`config.mk`:
```
export PLATFORM = sky130hd
export DESIGN_NAME = cfg_mask_regbank
export DESIGN_NICKNAME = d
export VERILOG_FILES = /design/src/rtl/regbank_pkg.sv /design/src/rtl/regbank_rst_sync.sv /design/src/rtl/regbank_decode.sv /design/src/rtl/regbank_mreg.sv /design/src/rtl/regbank_rdmux.sv /design/src/rtl/cfg_mask_regbank.sv
export SDC_FILE = /design/constraint.sdc
export NUM_CORES = 1
export LEC_CHECK = 0
export BUFFER_PORTS_ARGS = -buffer_cell sky130_fd_sc_hd__buf_2
export CAP_MARGIN = 20
export CORE_MARGIN = 2
export CORE_UTILIZATION = 44
export CTS_BUF_LIST = sky130_fd_sc_hd__clkbuf_2
export CTS_CLUSTER_SIZE = 40
export DETAILED_ROUTE_END_ITERATION = 8
export GPL_TIMING_DRIVEN = 0
export PLACE_DENSITY = 0.86
export RECOVER_POWER = 100
export SETUP_SLACK_MARGIN = 0.5
export SYNTH_ARGS = -nofsm -noshare
export SYNTH_HDL_FRONTEND = slang
export SYNTH_SLANG_ARGS = --single-unit
```
`constraint.sdc`:
```
create_clock -name clk -period 1.57 [get_ports clk]
set_input_delay 0.2355 -clock clk [delete_from_list [all_inputs] [get_ports clk]]
set_output_delay 0.2355 -clock clk [all_outputs]
set_load 0.01 [all_outputs]
```
`src/rtl/regbank_pkg.sv`:
```
package regbank_pkg;
  localparam int DATA_W = 32;
  localparam int HALF_W = DATA_W / 2;
  localparam int OFS_W  = 12;
  localparam int NREG   = 6;

  localparam int IDX_PORT  = 0;
  localparam int IDX_LANEB = 1;
  localparam int IDX_LANEA = 2;
  localparam int IDX_TPORT = 3;
  localparam int IDX_IOCFG = 4;
  localparam int IDX_TURN  = 5;

  localparam logic [OFS_W-1:0] OFS_PORT  = 12'h25C;
  localparam logic [OFS_W-1:0] OFS_LANEB = 12'h268;
  localparam logic [OFS_W-1:0] OFS_LANEA = 12'h26C;
  localparam logic [OFS_W-1:0] OFS_TPORT = 12'h27C;
  localparam logic [OFS_W-1:0] OFS_IOCFG = 12'h380;
  localparam logic [OFS_W-1:0] OFS_TURN  = 12'h3A4;
  localparam logic [OFS_W-1:0] OFS_STAT  = 12'h2D4;

  typedef logic [HALF_W-1:0] half_t;

  // Entry 0 is the rightmost element.
  localparam logic [NREG-1:0][OFS_W-1:0] REG_OFS =
    {OFS_TURN, OFS_IOCFG, OFS_TPORT, OFS_LANEA, OFS_LANEB, OFS_PORT};

  // Implemented (writable) bits of each register.
  localparam logic [NREG-1:0][HALF_W-1:0] REG_IMPL =
    {16'h000F, 16'h001A, 16'h07FF, 16'hF00F, 16'hF00F, 16'h4002};
endpackage

```
`src/rtl/regbank_rst_sync.sv`:
```
module regbank_rst_sync (
  input  logic clk,
  input  logic rst_n,
  output logic rst_sync_n
);
  logic [1:0] stage_q;
  logic [1:0] stage_d;

  always_comb stage_d = {stage_q[0], 1'b1};

  always_ff @(posedge clk or negedge rst_n) begin
    if (!rst_n) stage_q <= '0;
    else        stage_q <= stage_d;
  end

  assign rst_sync_n = stage_q[1];
endmodule

```
`src/rtl/regbank_decode.sv`:
```
module regbank_decode
  import regbank_pkg::*;
#(
  parameter int ADDR_W = 12
) (
  input  logic [ADDR_W-1:0] addr,
  output logic [NREG-1:0]   reg_hit,
  output logic              stat_hit,
  output logic              mapped
);
  for (genvar gi = 0; gi < NREG; gi++) begin : g_cmp
    assign reg_hit[gi] = (addr == ADDR_W'(REG_OFS[gi]));
  end

  assign stat_hit = (addr == ADDR_W'(OFS_STAT));
  assign mapped   = (|reg_hit) | stat_hit;
endmodule

```
`src/rtl/regbank_mreg.sv`:
```
module regbank_mreg
  import regbank_pkg::*;
#(
  parameter logic [HALF_W-1:0] IMPL = '1
) (
  input  logic              clk,
  input  logic              rst_n,
  input  logic              wr_stb,
  input  logic [DATA_W-1:0] wdata,
  output half_t             q
);
  half_t bit_en;
  half_t q_d;

  always_comb begin
    bit_en = wr_stb ? (wdata[DATA_W-1:HALF_W] & IMPL) : '0;
    q_d    = (q & ~bit_en) | (wdata[HALF_W-1:0] & bit_en);
  end

  always_ff @(posedge clk or negedge rst_n) begin
    if (!rst_n)      q <= '0;
    else if (wr_stb) q <= q_d;
  end
endmodule

```
`src/rtl/regbank_rdmux.sv`:
```
module regbank_rdmux
  import regbank_pkg::*;
(
  input  logic [NREG-1:0]             reg_hit,
  input  logic                        stat_hit,
  input  logic [NREG-1:0][HALF_W-1:0] reg_q,
  input  half_t                       stat_val,
  output half_t                       rd_half
);
  always_comb begin
    rd_half = stat_hit ? stat_val : '0;
    for (int i = 0; i < NREG; i++) begin
      if (reg_hit[i]) rd_half = rd_half | reg_q[i];
    end
  end
endmodule

```
`src/rtl/cfg_mask_regbank.sv`:
```
module cfg_mask_regbank
  import regbank_pkg::*;
#(
  parameter int ADDR_W = 12
) (
  input  logic              clk,
  input  logic              rst_n,
  input  logic              bus_sel,
  input  logic              bus_we,
  input  logic [ADDR_W-1:0] bus_addr,
  input  logic [31:0]       bus_wdata,
  output logic [31:0]       bus_rdata,
  output logic              bus_err,
  input  logic [7:0]        phy_test_dout,
  output logic              phy_in_sel,
  output logic              testbus_sel,
  output logic [3:0]        lane_en_a,
  output logic [3:0]        turn_dis_a,
  output logic [3:0]        lane_en_b,
  output logic [3:0]        turn_dis_b,
  output logic [3:0]        turn_req,
  output logic              tp_clr,
  output logic              tp_clk,
  output logic              tp_en,
  output logic [7:0]        tp_din,
  output logic              io_v18,
  output logic [1:0]        clkout_drv
);
  logic                        rst_sync_n;
  logic [NREG-1:0]             reg_hit;
  logic                        stat_hit;
  logic                        mapped;
  logic [NREG-1:0][HALF_W-1:0] reg_q;
  half_t                       rd_half;
  half_t                       stat_val;
  logic                        wr_any;
  logic                        rd_any;
  logic [DATA_W-1:0]           rdata_d;
  logic                        err_d;

  regbank_rst_sync u_rst (
    .clk        (clk),
    .rst_n      (rst_n),
    .rst_sync_n (rst_sync_n)
  );

  regbank_decode #(.ADDR_W(ADDR_W)) u_dec (
    .addr     (bus_addr),
    .reg_hit  (reg_hit),
    .stat_hit (stat_hit),
    .mapped   (mapped)
  );

  assign wr_any = bus_sel & bus_we;
  assign rd_any = bus_sel & ~bus_we;

  for (genvar gi = 0; gi < NREG; gi++) begin : g_reg
    regbank_mreg #(.IMPL(REG_IMPL[gi])) u_mreg (
      .clk    (clk),
      .rst_n  (rst_sync_n),
      .wr_stb (wr_any & reg_hit[gi]),
      .wdata  (bus_wdata),
      .q      (reg_q[gi])
    );
  end

  assign stat_val = {{(HALF_W-8){1'b0}}, phy_test_dout};

  regbank_rdmux u_mux (
    .reg_hit  (reg_hit),
    .stat_hit (stat_hit),
    .reg_q    (reg_q),
    .stat_val (stat_val),
    .rd_half  (rd_half)
  );

  always_comb begin
    rdata_d = (rd_any && mapped) ? {{HALF_W{1'b0}}, rd_half} : '0;
    err_d   = bus_sel & ~mapped;
  end

  always_ff @(posedge clk or negedge rst_sync_n) begin
    if (!rst_sync_n) begin
      bus_rdata <= '0;
      bus_err   <= 1'b0;
    end else begin
      bus_rdata <= rdata_d;
      bus_err   <= err_d;
    end
  end

  assign phy_in_sel  = reg_q[IDX_PORT][1];
  assign testbus_sel = reg_q[IDX_PORT][14];
  assign turn_dis_b  = reg_q[IDX_LANEB][3:0];
  assign lane_en_b   = reg_q[IDX_LANEB][15:12];
  assign turn_dis_a  = reg_q[IDX_LANEA][3:0];
  assign lane_en_a   = reg_q[IDX_LANEA][15:12];
  assign tp_clr      = reg_q[IDX_TPORT][0];
  assign tp_clk      = reg_q[IDX_TPORT][1];
  assign tp_en       = reg_q[IDX_TPORT][2];
  assign tp_din      = reg_q[IDX_TPORT][10:3];
  assign io_v18      = reg_q[IDX_IOCFG][1];
  assign clkout_drv  = reg_q[IDX_IOCFG][4:3];
  assign turn_req    = reg_q[IDX_TURN][3:0];
endmodule

```
==> run metrics, run 1 <==
leakage 2.28 nW; post-synth cell types 41; R2R cell count 6; pin count of the biggest net entering global routing 53; Final Critical Period 1.50 ns; first-pass GRT wire length 13.8 mm; Starting Density 44.8%; mean number of vias per cell 5.28; ANT nets after route 0; Post-synth ARST share 100%; worst slack, placed -0.737 ns; Clock Tree Root clkbuf_2; Avg WL per Cell 18.3 um; CTS tree done; main combinational cell family by area after synthesis simple AND/OR/NAND/NOR gates; crit-path most repeated cell buf_8; core area 0.00624 mm^2; top cell type's share of synthesized area 48.3%; Final Power 2.49 mW; n_diodes 0; Reg2Reg Setup Slack 0.16 ns; CP endpoint kind flop; fin crit share 95.4%; CP Launch Type input pin; Max stage delay on crit path 0.42 ns; worst clock skew 0.0104 ns; Port-buffer cells 103; Synth Area in XOR/XNOR 0.313%; crit path cell chain buf_8 > or3b_4 > nor4_4 > and3_4 > buf_8 > nand2_1 > mux2_4; Final HPWL DP 5.45 mm; initial DRC count 202; P&R area growth vs syn 62.8%; clock-pin slew on the worst setup and hold paths 0.26 ns; type of the worst setup path input pin to flop; full die area 0.00701 mm^2; post-synthesis compound-gate area fraction 6.85%; top cells by area, synth dfrtp_1, mux2_4, mux2_2; Die H 83.7 um; cell accounting for the most synthesized area dfrtp_1; top achievable clock speed 0.668 GHz; status finished with violations; mux cell area share after synthesis 18.1%; initial antenna violation count 0; Multi-input gate area 0.00157 mm^2; Synthesis Warnings 0; Slew Limit Fails 0; # setup viols final 0; Detailed Routing Iterations Pass 1 5; share of post-route cells with drive strength above 1 51.9%; min-delay worst type input pin to flop; number of synthesized flops with an enable pin 0; via count 2855; total gr overflow 0; max-cap violations 0; CP arrival 1.89 ns; top_reg_cell synth dfrtp_1; dpl cells 443; vias in the first global route 2767; Syn Inst Count 247; mapped cell area 0.00280 mm^2; clk_lat worst skew 0.46 ns; GRT Total Usage 25.0%; setup_tns 0 ns; Synth Area in Adders 0%; DP Area 0.00355 mm^2; syn avg cell area 11.3 um^2; Total Wirelength 9.88 mm; Cell Pwr Density 546 mW/mm^2; Reg area 0.00135 mm^2; failing checks negative hold slack; Worst path slowest cell or3b_4; Die Wd 83.7 um; Seq/Total Area, Yosys 48.3%; CP startpoint bus_addr[0]; num rows 29; Max-slew headroom 24.7%; nets 519; final hold vios 1; hold slack -0.00213 ns; Required @ worst endpoint 1.96 ns; fill cell count 433; DRC Markers 0; Slew @ Worst Pin 1.13 ns; crit-path max FO 5; VDD IR max 0.000684 V; post-synthesis simple-gate area fraction 19.3%; TritonCTS buffer count 5; Final Non-Filler Cells 541; # IOs 125; RSZ-0062 raised after global routing true; routability congestion estimate 0.835; H-tree depth 2; CTS Buffer Depth 2; Sink Count 54; R2R Path End bus_rdata[1]; Yosys reg bits 54; final instance area 0.00455 mm^2; post-route setup slack 0.0720 ns
==> critical path: cells and delay by family <==
family,cells,cell delay (ns)
simple gates,4,1.11
buf+inv,2,0.24
mux,1,0.30
==> report_power, final <==
group          internal, mW  switching (mW)  total, mW  leakage, nW
sequential             1.40          0.0265       1.43        0.747
clock                 0.274           0.447      0.721       0.0392
combinational         0.174           0.167      0.341         1.49
total                  1.85           0.641       2.49         2.28
==> area by class of cell <==
class / count / area share, %
repair buffers: 193 / 27.4
flip-flops and latches: 54 / 29.7
inverters: 2 / 0.165
multi-input cells: 182 / 34.6
well taps: 77 / 2.12
clock buffers: 6 / 0.660
clock inverters: 2 / 0.824
plain buffers: 25 / 4.59
==> synth_stat cells (2+ instances only) <==
cell type	number
dfrtp_1	54
nand2_1	34
mux2_2	19
buf_4	18
mux2_4	15
nand3_1	15
nor2_1	15
a22oi_1	10
a21oi_1	8
mux2_1	5
and3_1	4
nor2b_1	4
and2_1	3
buf_6	3
nand4_1	3
nor3_1	3
a22o_1	2
a32oi_1	2
clkbuf_1	2
conb_1	2
inv_1	2
nand2b_1	2
nor4_1	2
nor4_4	2
or3b_4	2
==> how the worst min path moves through the flow <==
stage,start,end,slack (ns),depth (start not counted)
finish,phy_test_dout[7],bus_rdata[7],-0.002,3
global route,phy_test_dout[6],bus_rdata[6],-0.003,3
CTS,bus_wdata[15],flop,0.001,2
detailed placement,rst_n,u_rst.stage_q[0],0.02,1
global placement,rst_n,u_rst.stage_q[0],0.02,1
floorplan,rst_n,u_rst.stage_q[0],-0.06,0
==> cell usage in the layout (no fill, tap or decap), types with 5 or more instances in the layout <==
cell / n
nand2_1: 18
clkbuf_2: 7
nor2_1: 11
dfrtp_1: 53
mux2_2: 18
buf_2: 43
nand2_4: 5
a22oi_1: 7
dlygate4sd3_1: 15
mux2_4: 19
clkbuf_1: 59
conb_1: 18
nand3_1: 12
nand2_2: 11
buf_4: 75
buf_6: 13
==> per-stage QoR <==
step	hold slack (ns)	util [%]
after CTS	0.00111	70.4
after global routing	-0.00348	73.0
after detailed placement	0.0233	56.9
after floorplan	-0.0601	-
after global placement	0.0209	56.9
final	-0.00213	73.0
==> metal layers <==
layer,up-vias,routed length [um],track usage (%)
li1,1279,-,-
met1,1387,3870,31.2
met2,165,4980,43.3
met3,24,765,5.93
met4,0,262,6.89
met5,-,0,0
==> logic make-up after synthesis <==
group	Yosys count
flops	54
xor+xnor	1
other cells	2
mux	40
buf+inv	27
simple gates	96
compound gates	27
==> timing repair <==
action / in CTS / in global routing
pin swaps: 32 / 34
setup endpoints to repair: 151 / 103
hold buffers: 11 / 4
gates resized for setup: 58 / 49
hold endpoints to repair: 12 / 9
gates cloned: 2 / 0
buffers inserted: 56 / 17
Power figures use the tool's default switching activity.
==> run 2, diff against run 1 <==
--- a/config.mk
+++ b/config.mk
@@ -5,17 +5,19 @@
 export SDC_FILE = /design/constraint.sdc
 export NUM_CORES = 1
 export LEC_CHECK = 0
-export BUFFER_PORTS_ARGS = -buffer_cell sky130_fd_sc_hd__buf_2
 export CAP_MARGIN = 20
 export CORE_MARGIN = 2
-export CORE_UTILIZATION = 44
+export CORE_UTILIZATION = 58
 export CTS_BUF_LIST = sky130_fd_sc_hd__clkbuf_2
 export CTS_CLUSTER_SIZE = 40
 export DETAILED_ROUTE_END_ITERATION = 8
+export DONT_BUFFER_PORTS = 1
 export GPL_TIMING_DRIVEN = 0
-export PLACE_DENSITY = 0.86
+export PLACE_DENSITY = 0.84
 export RECOVER_POWER = 100
 export SETUP_SLACK_MARGIN = 0.5
 export SYNTH_ARGS = -nofsm -noshare
 export SYNTH_HDL_FRONTEND = slang
+export SYNTH_HIERARCHICAL = 1
 export SYNTH_SLANG_ARGS = --single-unit
+export TNS_END_PERCENT = 10
==> run metrics, run 2 <==
clk_lat worst skew 0.48 ns (+0.02 ns); # setup viols final 0 (unchanged); syn avg cell area 10.7 um^2 (-5.4%); R2R cell count 3 (-3); worst slack, placed -0.654 ns (+0.0834 ns); via count 2966 (+3.9%); fill cell count 458 (+5.8%); leakage 2.49 nW (+9.6%); Comb power frac 14.8% (+1.1 points); Seq/Total Area, Yosys 37.3% (-11 points); Final Critical Period 1.44 ns (-0.0535 ns); Max-slew headroom 27.0% (+2.3 points); CP endpoint kind flop; num rows 29 (unchanged); R2R Path End bus_rdata[1]; Slew Limit Fails 0 (unchanged); Multi-input gate area 0.00192 mm^2 (+22%); Final HPWL DP 6.43 mm (+18%); Port-buffer cells 0 (-100%); top achievable clock speed 0.692 GHz (+3.7%); Synthesis Warnings 6 (+6); routability congestion estimate 0.791 (-5.4%); CP arrival 1.85 ns (-0.04 ns); post-synth cell types 32 (-22%); Sink Count 55 (+1.9%); min-delay worst type input pin to flop; # IOs 125 (unchanged); initial DRC count 270 (+34%); first-pass GRT wire length 15.2 mm (+9.8%); ANT nets after route 0 (unchanged); fin crit share 92.0% (-3.4 points); max-cap violations 0 (unchanged); Flop pwr share 60.4% (+3.1 points); type of the worst setup path input pin to flop; H-tree depth 2 (unchanged); worst clock skew 0.0260 ns (+0.0156 ns); initial antenna violation count 1 (+1); Detailed Routing Iterations Pass 1 7 (+2); Final Power 2.39 mW (-4.0%); top cell type's share of synthesized area 37.3% (-11 points); top cells by area, synth dfrtp_1, buf_4, mux2_4; Cell Pwr Density 516 mW/mm^2 (-5.6%); failing checks negative hold slack; Reg area 0.00138 mm^2 (+1.8%); Die Wd 83.8 um (about the same); Clock Tree Root clkbuf_2; Avg WL per Cell 18.5 um (+1.5%); P&R area growth vs syn 25.3%; Final Core Density 74.2% (+1.2 points); CTS Buffer Depth 2 (unchanged); hold slack -0.0815 ns (-0.0794 ns); mean number of vias per cell 5.36 (+1.6%); Yosys reg bits 55 (+1.9%); Starting Density 59.2% (+14 points); Post-synth ARST share 100% (unchanged); Die H 83.8 um (about the same); full die area 0.00702 mm^2 (+0.19%); top_reg_cell synth dfrtp_1; Reg2Reg Setup Slack 0.23 ns (+0.07 ns); core area 0.00624 mm^2 (unchanged); Slew @ Worst Pin 1.09 ns (-0.0347 ns); Required @ worst endpoint 1.98 ns (+0.02 ns); clock-pin slew on the worst setup and hold paths 0.30 ns (+0.04 ns); vias in the first global route 2885 (+4.3%); post-route setup slack 0.126 ns (+0.0535 ns); NetSw 0.639 mW (-0.34%); crit-path max FO 8 (+3); DRC Markers 0 (unchanged); CP Launch Type input pin; mapped cell area 0.00369 mm^2 (+32%); count leader, synth buf_4; total gr overflow 0 (unchanged); status finished with violations; commonest non-fill, non-tap cell in the layout buf_4; switch share 26.7% (+0.99 points); VDD IR max 0.000358 V (-48%); final hold vios 3 (+2); # hold bufs at CTS 32 (+21); Pint 1.75 mW (-5.3%); RSZ-0062 raised after global routing true; commonest non-fill, non-tap cells in the layout buf_4, conb_1, dfrtp_1, nand2_1, dlygate4sd3_1; CP startpoint bus_addr[10]; share of post-route cells with drive strength above 1 31.9% (-20 points); setup_tns 0 ns (unchanged); cell accounting for the most synthesized area dfrtp_1; TritonCTS buffer count 5 (unchanged); pin count of the biggest net entering global routing 29 (-45%); CTS tree done; nets 529 (+1.9%); Syn Inst Count 345 (+40%); number of synthesized flops with an enable pin 0 (unchanged); synth cell count leaders buf_4, dfrtp_1, nand2_1; GRT Total Usage 28.0% (+3.1 points); Total Wirelength 10.3 mm (+3.8%); Clock power frac 24.8% (-4.2 points)
## run 2: changes by cell type after synthesis, moves of 8 or more
cell	delta
buf_2	+8
mux2_2	-18
a222oi_1	+16
buf_4	+58
mux2_4	+20
nor2_1	-10
and4b_1	+16
a21oi_1	-8
a22oi_1	+22
## run 2: worst min path at each step
stage / start / endpoint / slack, ns / cells after the start
after floorplan: rst_n / u_rst/stage_q[0] / -0.06 / 0
after global placement: rst_n / u_rst/stage_q[0] / -0.06 / 0
after detailed placement: rst_n / u_rst/stage_q[1] / -0.06 / 0
after CTS: bus_sel / bus_rdata[15] / -0.1 / 1
after global routing: bus_sel / bus_rdata[15] / -0.11 / 1
final: bus_sel / bus_rdata[15] / -0.08 / 1
## run 2: routing by layer
metal | GRT usage (%) | part of all wire [%] | vias to the layer above
met5 | 0 | 0 | -
met4 | 10.4 | 3.2 | 0
met3 | 7.12 | 8.9 | 33
met2 | 48.9 | 50 | 162
met1 | 33.2 | 38 | 1415
li1 | - | - | 1356
## run 2: logic make-up after synthesis
family	Yosys count	synth area share, %
AO/OA/AOI/OAI	49	11.2
XOR/XNOR	2	0.474
flip-flops	55	37.3
AND/OR/NAND/NOR	100	16.7
multiplexers	36	14.5
other	8	0.813
buffers and inverters	95	19.0
## run 2: cell type report
class,count,area share [%]
timing repair buffer,44,9.22
antenna,2,0.108
sequential,55,29.7
clock inverter,3,0.514
multi-input combinational,272,41.5
tap,77,2.08
clock buffer,5,0.541
buffer,95,16.3
## run 2: metrics by stage
stage                     instance area, um^2  hold slack, ns  instances
after CTS                                4620         -0.0991        547
after global placement                   4100         -0.0601        499
after global routing                     4630          -0.115        552
after floorplan                          4010         -0.0601        422
after detailed placement                 4120         -0.0600        500
final                                    4630         -0.0815        553
## run 2: timing repair
action	in CTS	in global routing
buffers inserted	7	3
endpoints found under the setup margin	103	105
cloned	0	1
pin swaps	12	15
resized for setup	23	31
endpoints found under the hold margin	41	3
## run 2: power groups by stage
stage | logic, mW | registers, mW | clock network [mW]
after floorplan | 0.216 | 1.47 | 0
after global placement | 0.224 | 1.48 | 0
after detailed placement | 0.245 | 1.47 | 0
after CTS | 0.331 | 1.44 | 0.610
after global routing | 0.385 | 1.45 | 0.656
final | 0.353 | 1.44 | 0.593
## run 2: worst max-delay path, stage by stage
cell and delay (ns):
nor3b_4 0.24, buf_4 0.17, nand2b_1 0.13, nor3_4 0.28
and3_1 0.21, buf_6 0.14, nand2_1 0.08, mux2_1 0.35
